$ cat src/rtl/ea_seq_pkg.sv
package ea_seq_pkg;
  typedef enum logic [2:0] {
    SEQ_IDLE,
    SEQ_CALC,
    SEQ_EXT,
    SEQ_PTR,
    SEQ_FIN
  } seqState_t;

  typedef struct packed {
    logic capture;
    logic eval;
    logic takeExt;
    logic takePtr;
    logic commit;
  } seqStrobe_t;

  localparam int MODE_W = 3;
endpackage

$ cat src/rtl/ea_seq_ctrl.sv
module ea_seq_ctrl
  import ea_seq_pkg::*;
(
  input  logic              clk,
  input  logic              rstN,
  input  logic              start,
  input  logic [MODE_W-1:0] curMode,
  input  logic              evalErr,
  input  logic              sumOdd,
  input  logic              memReady,
  output seqStrobe_t        stb,
  output logic              memReq,
  output logic              done
);
  seqState_t state, nextState;

  always_comb begin
    nextState = state;
    stb = '0;
    case (state)
      SEQ_IDLE: if (start) begin
        stb.capture = 1'b1;
        nextState = SEQ_CALC;
      end
      SEQ_CALC: begin
        stb.eval = 1'b1;
        case (curMode)
          3'd3, 3'd5: nextState = evalErr ? SEQ_FIN : SEQ_PTR;
          3'd6, 3'd7: nextState = evalErr ? SEQ_FIN : SEQ_EXT;
          default:    nextState = SEQ_FIN;
        endcase
      end
      SEQ_EXT: if (memReady) begin
        stb.takeExt = 1'b1;
        nextState = (curMode == 3'd7 && !sumOdd) ? SEQ_PTR : SEQ_FIN;
      end
      SEQ_PTR: if (memReady) begin
        stb.takePtr = 1'b1;
        nextState = SEQ_FIN;
      end
      SEQ_FIN: begin
        stb.commit = 1'b1;
        nextState = SEQ_IDLE;
      end
      default: nextState = SEQ_IDLE;
    endcase
  end

  always_ff @(posedge clk or negedge rstN)
    if (!rstN) state <= SEQ_IDLE;
    else       state <= nextState;

  assign memReq = (state == SEQ_EXT) || (state == SEQ_PTR);
  assign done   = (state == SEQ_FIN);

  assert_done_single_R8: assert property (@(posedge clk) disable iff (!rstN)
    done |=> !done);
  assert_req_hold_R10: assert property (@(posedge clk) disable iff (!rstN)
    (memReq && !memReady) |=> memReq);
endmodule

$ cat src/rtl/ea_seq_dp.sv
module ea_seq_dp
  import ea_seq_pkg::*;
#(
  parameter int DATA_W  = 16,
  parameter int REG_CNT = 8,
  parameter int PC_IDX  = 7,
  parameter int SP_IDX  = 6
) (
  input  logic                       clk,
  input  logic                       rstN,
  input  seqStrobe_t                 stb,
  input  logic [MODE_W-1:0]          inMode,
  input  logic [$clog2(REG_CNT)-1:0] inReg,
  input  logic                       inByte,
  input  logic [DATA_W-1:0]          memRdData,
  input  logic                       rfWrEn,
  input  logic [$clog2(REG_CNT)-1:0] rfWrIdx,
  input  logic [DATA_W-1:0]          rfWrData,
  input  logic [$clog2(REG_CNT)-1:0] rfRdIdx,
  output logic [DATA_W-1:0]          rfRdData,
  output logic [MODE_W-1:0]          curMode,
  output logic                       evalErr,
  output logic                       sumOdd,
  output logic [DATA_W-1:0]          memAddr,
  output logic                       resIsReg,
  output logic [$clog2(REG_CNT)-1:0] resReg,
  output logic [DATA_W-1:0]          resAddr,
  output logic                       errFlag
);
  localparam int IDX_W = $clog2(REG_CNT);
  localparam logic [IDX_W-1:0] PC_SEL = IDX_W'(PC_IDX);
  localparam logic [IDX_W-1:0] SP_SEL = IDX_W'(SP_IDX);
  localparam logic [DATA_W-1:0] WORD_STEP = DATA_W'(2);
  localparam logic [DATA_W-1:0] BYTE_STEP = DATA_W'(1);

  logic [DATA_W-1:0] rf [REG_CNT];
  logic              specByte;
  logic [DATA_W-1:0] ptrAddr, pendVal;
  logic [IDX_W-1:0]  pendIdx;
  logic              pendValid;

  logic [DATA_W-1:0] base, pcNow, pcNext, stepAmt, decVal, extBase, extSum;
  logic              pinnedReg, deferMode;

  assign base      = rf[resReg];
  assign pcNow     = rf[PC_SEL];
  assign pcNext    = pcNow + WORD_STEP;
  assign pinnedReg = (resReg == PC_SEL) || (resReg == SP_SEL);
  assign deferMode = (curMode == 3'd3) || (curMode == 3'd5);
  assign stepAmt   = (specByte && !pinnedReg && !deferMode) ? BYTE_STEP : WORD_STEP;
  assign decVal    = base - stepAmt;
  assign extBase   = (resReg == PC_SEL) ? pcNext : base;
  assign extSum    = extBase + memRdData;
  assign sumOdd    = extSum[0];
  assign rfRdData  = rf[rfRdIdx];
  assign memAddr   = ptrAddr;

  always_comb begin
    case (curMode)
      3'd1, 3'd2: evalErr = base[0] && !specByte;
      3'd4:       evalErr = decVal[0] && !specByte;
      3'd3, 3'd5: evalErr = decVal[0] && curMode == 3'd5 || base[0] && curMode == 3'd3;
      3'd6, 3'd7: evalErr = pcNow[0];
      default:    evalErr = 1'b0;
    endcase
  end

  always_ff @(posedge clk or negedge rstN) begin
    if (!rstN) begin
      for (int i = 0; i < REG_CNT; i++) rf[i] <= '0;
    end else if (stb.commit && pendValid && !errFlag) begin
      rf[pendIdx] <= pendVal;
    end else if (rfWrEn) begin
      rf[rfWrIdx] <= rfWrData;
    end
  end

  always_ff @(posedge clk or negedge rstN) begin
    if (!rstN) begin
      curMode <= '0; resReg <= '0; specByte <= 1'b0;
      ptrAddr <= '0; pendVal <= '0; pendIdx <= '0; pendValid <= 1'b0;
      resIsReg <= 1'b0; resAddr <= '0; errFlag <= 1'b0;
    end else begin
      if (stb.capture) begin
        curMode   <= inMode;
        resReg    <= inReg;
        specByte  <= inByte;
        pendValid <= 1'b0;
        errFlag   <= 1'b0;
        resIsReg  <= 1'b0;
      end
      if (stb.eval) begin
        errFlag <= evalErr;
        case (curMode)
          3'd0: resIsReg <= 1'b1;
          3'd1: resAddr <= base;
          3'd2: begin
            resAddr <= base;
            pendIdx <= resReg; pendVal <= base + stepAmt; pendValid <= 1'b1;
          end
          3'd3: begin
            ptrAddr <= base;
            pendIdx <= resReg; pendVal <= base + stepAmt; pendValid <= 1'b1;
          end
          3'd4: begin
            resAddr <= decVal;
            pendIdx <= resReg; pendVal <= decVal; pendValid <= 1'b1;
          end
          3'd5: begin
            ptrAddr <= decVal;
            pendIdx <= resReg; pendVal <= decVal; pendValid <= 1'b1;
          end
          default: ptrAddr <= pcNow;
        endcase
      end
      if (stb.takeExt) begin
        pendIdx <= PC_SEL; pendVal <= pcNext; pendValid <= 1'b1;
        if (curMode == 3'd6) begin
          resAddr <= extSum;
          errFlag <= extSum[0] && !specByte;
        end else begin
          ptrAddr <= extSum;
          errFlag <= extSum[0];
        end
      end
      if (stb.takePtr) begin
        resAddr <= memRdData;
        errFlag <= memRdData[0] && !specByte;
      end
    end
  end

  assert_pc_hold_R8: assert property (@(posedge clk) disable iff (!rstN)
    (!stb.commit && !rfWrEn) |=> $stable(rf[PC_SEL]));
  assert_no_update_on_error_R9: assert property (@(posedge clk) disable iff (!rstN)
    (stb.commit && errFlag && !rfWrEn) |=> $stable(rf[pendIdx]));
endmodule

$ cat src/rtl/ea_sequencer.sv
module ea_sequencer
  import ea_seq_pkg::*;
#(
  parameter int DATA_W  = 16,
  parameter int REG_CNT = 8,
  localparam int REG_W  = $clog2(REG_CNT)
) (
  input  logic              clk,
  input  logic              rstN,
  input  logic              start,
  input  logic [MODE_W-1:0] specMode,
  input  logic [REG_W-1:0]  specReg,
  input  logic              byteOp,
  output logic              done,
  output logic              operandIsReg,
  output logic [REG_W-1:0]  operandReg,
  output logic [DATA_W-1:0] operandAddr,
  output logic              alignErr,
  output logic              memReq,
  output logic [DATA_W-1:0] memAddr,
  input  logic              memReady,
  input  logic [DATA_W-1:0] memRdData,
  input  logic              rfWrEn,
  input  logic [REG_W-1:0]  rfWrIdx,
  input  logic [DATA_W-1:0] rfWrData,
  input  logic [REG_W-1:0]  rfRdIdx,
  output logic [DATA_W-1:0] rfRdData
);
  seqStrobe_t        stb;
  logic [MODE_W-1:0] curMode;
  logic              evalErr, sumOdd;

  ea_seq_ctrl u_ctrl (
    .clk(clk), .rstN(rstN), .start(start), .curMode(curMode),
    .evalErr(evalErr), .sumOdd(sumOdd), .memReady(memReady),
    .stb(stb), .memReq(memReq), .done(done)
  );

  ea_seq_dp #(.DATA_W(DATA_W), .REG_CNT(REG_CNT), .PC_IDX(REG_CNT - 1), .SP_IDX(REG_CNT - 2)) u_dp (
    .clk(clk), .rstN(rstN), .stb(stb), .inMode(specMode), .inReg(specReg),
    .inByte(byteOp), .memRdData(memRdData), .rfWrEn(rfWrEn), .rfWrIdx(rfWrIdx),
    .rfWrData(rfWrData), .rfRdIdx(rfRdIdx), .rfRdData(rfRdData),
    .curMode(curMode), .evalErr(evalErr), .sumOdd(sumOdd), .memAddr(memAddr),
    .resIsReg(operandIsReg), .resReg(operandReg), .resAddr(operandAddr),
    .errFlag(alignErr)
  );

  assert_even_fetch_R10: assert property (@(posedge clk) disable iff (!rstN)
    memReq |-> !memAddr[0]);
  assert_addr_stable_R10: assert property (@(posedge clk) disable iff (!rstN)
    (memReq && !memReady) |=> $stable(memAddr));
  assert_reg_result_clean_R1: assert property (@(posedge clk) disable iff (!rstN)
    (done && operandIsReg) |-> !alignErr);
endmodule

$ cat config.mk
export PLATFORM = sky130hd
export DESIGN_NAME = ea_sequencer
export DESIGN_NICKNAME = d
export VERILOG_FILES = /design/src/rtl/ea_seq_pkg.sv /design/src/rtl/ea_seq_ctrl.sv /design/src/rtl/ea_seq_dp.sv /design/src/rtl/ea_sequencer.sv
export SDC_FILE = /design/constraint.sdc
export NUM_CORES = 1
export LEC_CHECK = 0
export ABC_AREA = 1
export CELL_PAD_IN_SITES_DETAIL_PLACEMENT = 1
export CELL_PAD_IN_SITES_GLOBAL_PLACEMENT = 2
export CORE_MARGIN = 3
export CORE_UTILIZATION = 30
export CTS_BUF_LIST = sky130_fd_sc_hd__clkbuf_4 sky130_fd_sc_hd__clkbuf_8
export DETAILED_ROUTE_END_ITERATION = 8
export MAX_ROUTING_LAYER = met4
export PLACE_DENSITY_LB_ADDON = 0.1
export SYNTH_ARGS = -nofsm -noshare
export SYNTH_HDL_FRONTEND = slang
export SYNTH_SLANG_ARGS = --single-unit
$ cat constraint.sdc
create_clock -name clk -period 4.1 [get_ports clk]
set_input_delay 0.41 -clock clk [delete_from_list [all_inputs] [get_ports clk]]
set_output_delay 0.41 -clock clk [all_outputs]
set_load 0.02 [all_outputs]
* Word-level counts from Yosys, hierarchy flattened
Index checks and enable logic that the tools add are counted.
Storage, ports and cells: bits of input ports 50, output and inout bits 55, bits in writable memories 0, memories 0, register bits after elaboration 192, memory bits (read-only) 0, bits in latches 0
Cells by class: shift operators 0, mux-type cells 59, reductions and logical operators 39, div/mod/pow operators 0, add/sub/neg operators 4, equal/unequal tests 16, magnitude comparators 6, $mul 0, bitwise logic cells 4
Operator list (count):
- 128-bit bitwise mux | 2
- 128-bit 2-to-1 mux | 2
- 16-bit 2-to-1 mux | 16
- 16-bit binary-select mux with 3-bit select | 2
- 16-bit demux with 3-bit select | 2
- 16-bit case mux with 2 select lines | 2
- 16-bit case mux with 3 select lines | 1
- 16-bit adder | 2
- 3-bit 2-to-1 mux | 9
- 3-bit == test (second input constant) | 7
- 1-bit 2-to-1 mux | 19
- 16-bit by 2-bit adder with 16-bit output (second input constant) | 1
- 4-bit >= comparator (second input constant) | 4
- 3-bit NOT with 4-bit output | 4
- 16-bit subtractor | 1
- 1-bit logical AND | 13
- 3-bit by 2-bit == test with 1-bit output (second input constant) | 4
- 3-bit case mux with 4 select lines | 1
- 2-bit OR reduction | 5
- 4-bit by 1-bit < comparator with 1-bit output (second input constant) | 2
- 4-bit OR reduction | 2
- 3-bit by 1-bit == test with 1-bit output (second input constant) | 2
- 3-bit zero test | 2
- 2-bit != test (second input constant) | 3
- other kinds (10) | 20

* Depth between registers and ports, before layout
word-level depth 13, mapped depth 24, gate-level depth less buffers 21

* Cells and area by module
A second synthesis with hierarchy kept.
Second synthesis, totals: cells, all modules 2137, area, all modules 14441.4 um^2
Modules (own cells, without submodules):
- ea_seq_dp | area an instance 14158.6 um^2, seq. area each 4729.5 um^2, times used 1, cells an instance 2090
- ea_seq_ctrl | area an instance 282.8 um^2, seq. area each 75.1 um^2, times used 1, cells an instance 47

* Worst setup path after synthesis
No wires, ideal clock.
path type reg-to-reg, from reg u_dp.resReg[0], to reg u_dp.resAddr[10], library setup time 0.116 ns, required time 3.984 ns, slack 0.754 ns, data arrival time 3.229 ns, buffers on the path 4, cell stages (with the launch flop) 24, path through dfrtp_1 buf_6 buf_6 buf_6 buf_6 nand2_1 o21ai_0 o211ai_1 nand2_1 o21ai_0 inv_1 fa_1 nand3b_1 nand2_1 a21oi_1 o21ai_0 nand2_1 nand2_1 xnor2_1 inv_1 o21ai_0 inv_1 nand2_1 nand2_1
On the way: word-level cells in the longest chain between the ends 12
Ends and longest elaborated chain:
- from (decl) | line ea_seq_dp.sv:26 | output logic [$clog2(REG_CNT)-1:0] resReg,
- from (signal assigned) | line ea_seq_dp.sv:86 | resReg <= inReg;
- parallel branches: the longest is 10 deep, another holds 16-bit subtractor
- 16-bit 2-to-1 mux (*) | line ea_seq_dp.sv:116 | if (stb.takeExt) begin
- 16-bit 2-to-1 mux (*) | line ea_seq_dp.sv:126 | if (stb.takePtr) begin
- to (signal assigned) | line ea_seq_dp.sv:96 | 3'd1: resAddr <= base;
- to (signal assigned) | line ea_seq_dp.sv:119 | resAddr <= extSum;
- to (signal assigned) | line ea_seq_dp.sv:127 | resAddr <= memRdData;
- to (decl) | line ea_seq_dp.sv:27 | output logic [DATA_W-1:0] resAddr,
Every way passes the cells marked *. The select of a mux whose other input is x is not followed. A chain may end at the register's enable or synchronous reset.

* Worst setup path in the final report
from reg u_dp.rf, in the netlist u_dp.pcNow[1], to reg u_dp.resAddr[14]
On the way: word-level cells in the longest chain between the ends 9
Ends and longest elaborated chain:
- from (decl) | line ea_seq_dp.sv:36 | logic [DATA_W-1:0] rf [REG_CNT];
- from (signal, indexed assignment) | line ea_seq_dp.sv:72 | rf[pendIdx] <= pendVal;
- from (signal, indexed assignment) | line ea_seq_dp.sv:74 | rf[rfWrIdx] <= rfWrData;
- parallel branches: the longest is 7 deep, another holds 16-bit by 2-bit adder with 16-bit output
- 16-bit 2-to-1 mux (*) | line ea_seq_dp.sv:116
- 16-bit 2-to-1 mux (*) | line ea_seq_dp.sv:126
Marked as above.

==> flow_metrics.tcl <==
set metrics [dict create \
    status "completed" \
    setup_viol 0 \
    fin_ws_ns 0.342 \
    grt_overflow 0 \
    min_period_ns 3.76 \
    rows 80 \
    boundaryPins 105 \
    whs_ns 0.396 \
    crit_buf_inv 1 \
    grt_pass1_vias 16200 \
    p_switching_uw 7930 \
    hp-class "in2reg" \
    async_reset_ff_share_pct 100 \
    yosysSeqAreaShare_pct 33.0 \
    relSlewSlack_pct 35.4 \
    synth_cells 2182 \
    power_frac_clock_pct 10.6 \
    seqPwrFrac_pct 20.9 \
    peakVddDrop_mv 0.394 \
    max_cap_viol_count 0 \
    avgSynthCellArea_sq_um 6.68 \
    port_buffers 104 \
    combPwrFrac_pct 68.6 \
    wl_met2_microns 31300 \
    yosys_register_bits 192 \
    drv_slew 0 \
    numCtsBuffers 17 \
    path_cells "ha_1, nand3_1, nor2_1, nand2_1, nor3_2, nand3_1, nor2_1, xor2_1, o21ai_0, ha_1, inv_1, nor3_1, nand2_1, o21ai_0, xor2_1, or2_1, nand3_1, nand2_1" \
    routedLengthMet1_microns 32500 \
    cts-root-buf "clkbuf_8" \
    synth_warnings 0 \
    hold_viol_final 0 \
    power_density_nw_per_um2 843 \
    syn_area_sq_um 14600 \
    drt_drc_violations_left 0 \
    start_util_pct 30.5 \
    top_layer "met4" \
    routabilityCongestion 0.935 \
    synth.distinct_cells 50 \
    crit_type "reg2reg" \
    hpwl_microns 51100 \
    wl_per_cell_microns 23.4 \
    worstPathMaxFanout 5 \
    end_kind "register" \
    fillers 6101 \
    leakagePower_uw 0.00745 \
    fin_crit_sh_pct 91.6 \
    path_clk_slew_ns 0.12 \
    synth_edf_count 0 \
    n_antenna_cell 0 \
    antenna_left 0 \
    cts_tree "done" \
    nets 2333 \
    holdPathStages 3 \
    grt_first_pass_wirelength_microns 102000 \
    crit_required_ns 4.59 \
    reg2reg_depth 18 \
    syn_nets 2260 \
    fin_skew_ns 0.0224 \
    tns_ns 0 \
    grt_max_degree 75 \
    vias 16000 \
    clk_latency_ns 0.59 \
    die_area_sq_um 51300 \
    total_power_uw 14200 \
    grtUsageTotal_pct 27.4 \
    met3_length_microns 2530 \
    cp_data_arrival_time_ns 4.25 \
    layout_commonest_cell "nand2_1" \
    rsz0062_at_grt "no" \
    pre_cts_ws_ns 0.277 \
    dr.first_iter.drc_count 1247 \
    synthFlopType "dfrtp_1" \
    synth_top_area_share_pct 33.0 \
    antenna_found_initial 0 \
    first_pass_iters 5 \
    worst_pin_slew_ns 0.966 \
    synthToLayoutAreaGrowth_pct 15.5 \
    fp.coreArea_sq_um 47800 \
    htreeDepth 4 \
    regArea_sq_um 4810 \
    yosys.area.top_type "dfrtp_1" \
    cp_slowest_cell "dfrtp_1" \
    die_w_microns 226 \
    wl_microns 67600 \
    clockBufferDepth 2 \
    multi_input_area_sq_um 8330 \
    via_per_inst 5.56 \
    path_depth 18 \
    drive_gt1_share_pct 8.25 \
    internal-power_uw 6260 \
    synthTopCellsByArea "dfrtp_1 33%, nand2_1 16%, o21ai_0 8.2%, nand3_1 6.4%, inv_1 5.3%" \
    clock_sinks 192 \
    dieHeight_microns 226 \
    switching_share_pct 55.9 \
    worstSetupStartpointType "register" \
    max_freq_ghz 0.266 \
    mostFrequentLayoutCells "611 x nand2_1, 239 x o21ai_0, 205 x inv_1" \
    critPathMaxStageDelay_ns 0.46 \
    cp_top_family "simple AND/OR/NAND/NOR gates" \
]
-- worst paths after layout --
kind,from,to,slack [ns]
worst max-delay path,u_dp.pcNow[1],u_dp.resAddr[14],0.34
worst min-delay path,specMode[1],u_dp.curMode[1],0.40
worst max register to register,u_dp.pcNow[1],u_dp.resAddr[14],0.34
worst min register to register,u_dp.specByte,u_dp.errFlag,0.54
max in group asynchronous,rstN,u_dp.pcNow[6],2.66
min in group asynchronous,rstN,u_dp.rf[91],0.41
-- worst min-delay path: stages --
cell and delay (ns):
clkdlybuf4s50_1 0.39, nand2_1 0.06, o21ai_0 0.07
-- kinds of logic after synthesis --
group                    share of synthesized area (%)
buffers and inverters                             10.2
flip-flops                                        33.0
AND/OR/NAND/NOR                                   27.4
multiplexers                                     0.695
XOR/XNOR                                          2.09
adder cells (fa/ha/maj)                           2.56
AO/OA/AOI/OAI                                     24.1
-- stage by stage --
step / utilization, % / std cells / area [sq um]
floorplan: - / 2182 / 14600
global placement: 34.3 / 2850 / 16400
detailed placement: 34.3 / 2850 / 16400
CTS: 35.2 / 2882 / 16800
global route: 35.2 / 2882 / 16800
finish: 35.2 / 2882 / 16800
-- registers in the layout, indices dropped and copies added, names as in the netlist --
name,cells
u_dp.curMode,3
u_dp.resAddr,16
u_dp.memAddr,16
u_dp.errFlag,1
u_dp.pendValid,1
u_dp.specByte,1
u_dp.pendIdx,3
u_dp.pendVal,16
u_ctrl.state,3
u_dp.resIsReg,1
u_dp.rf,112
u_dp.resReg,3
u_dp.pcNow,16
-- power groups by stage --
| stage | registers (uW) | clock network, uW | logic [uW] |
|---|---|---|---|
| final | 2960 | 1500 | 9730 |
| after floorplan | 3020 | 0 | 6140 |
| after global routing | 3040 | 1610 | 10800 |
| after detailed placement | 3000 | 0 | 9670 |
| after CTS | 2960 | 1560 | 9710 |
| after global placement | 2980 | 0 | 9540 |
-- synth_stat cells (10+ instances only) --
cell type / number
nand2_1: 611
o21ai_0: 239
inv_1: 205
dfrtp_1: 192
nand3_1: 186
a21oi_1: 153
o22ai_1: 120
nor2_1: 84
clkbuf_1: 70
buf_2: 31
a31oi_1: 30
xor2_1: 28
ha_1: 25
o21ai_1: 23
nand2_2: 21
a221oi_1: 17
o211ai_1: 14
buf_6: 13
inv_2: 11
nand4_1: 10
-- routing by layer --
metal	vias to the layer above	global-route usage, %
met5	-	-
li1	7510	-
met2	329	43.3
met1	8126	37.4
met4	0	7.23
met3	63	3.35
-- cell type report --
| cell class | instances | share of cell area, % |
|---|---|---|
| clock buffer | 18 | 1.43 |
| clock inverter | 13 | 1.11 |
| inverter | 224 | 5.04 |
| multi-input combinational | 1640 | 49.5 |
| sequential | 192 | 28.6 |
| tap | 615 | 4.57 |
| timing repair buffer | 180 | 9.84 |
-- repair_timing --
action                     4_1_cts  5_1_grt
gates resized for setup          0        2
setup endpoints to repair        0        3
hold endpoints to repair        66        0
hold buffers                     1        0
setup buffers                    0        0
No activity file was read; power rests on OpenSTA's default activity.
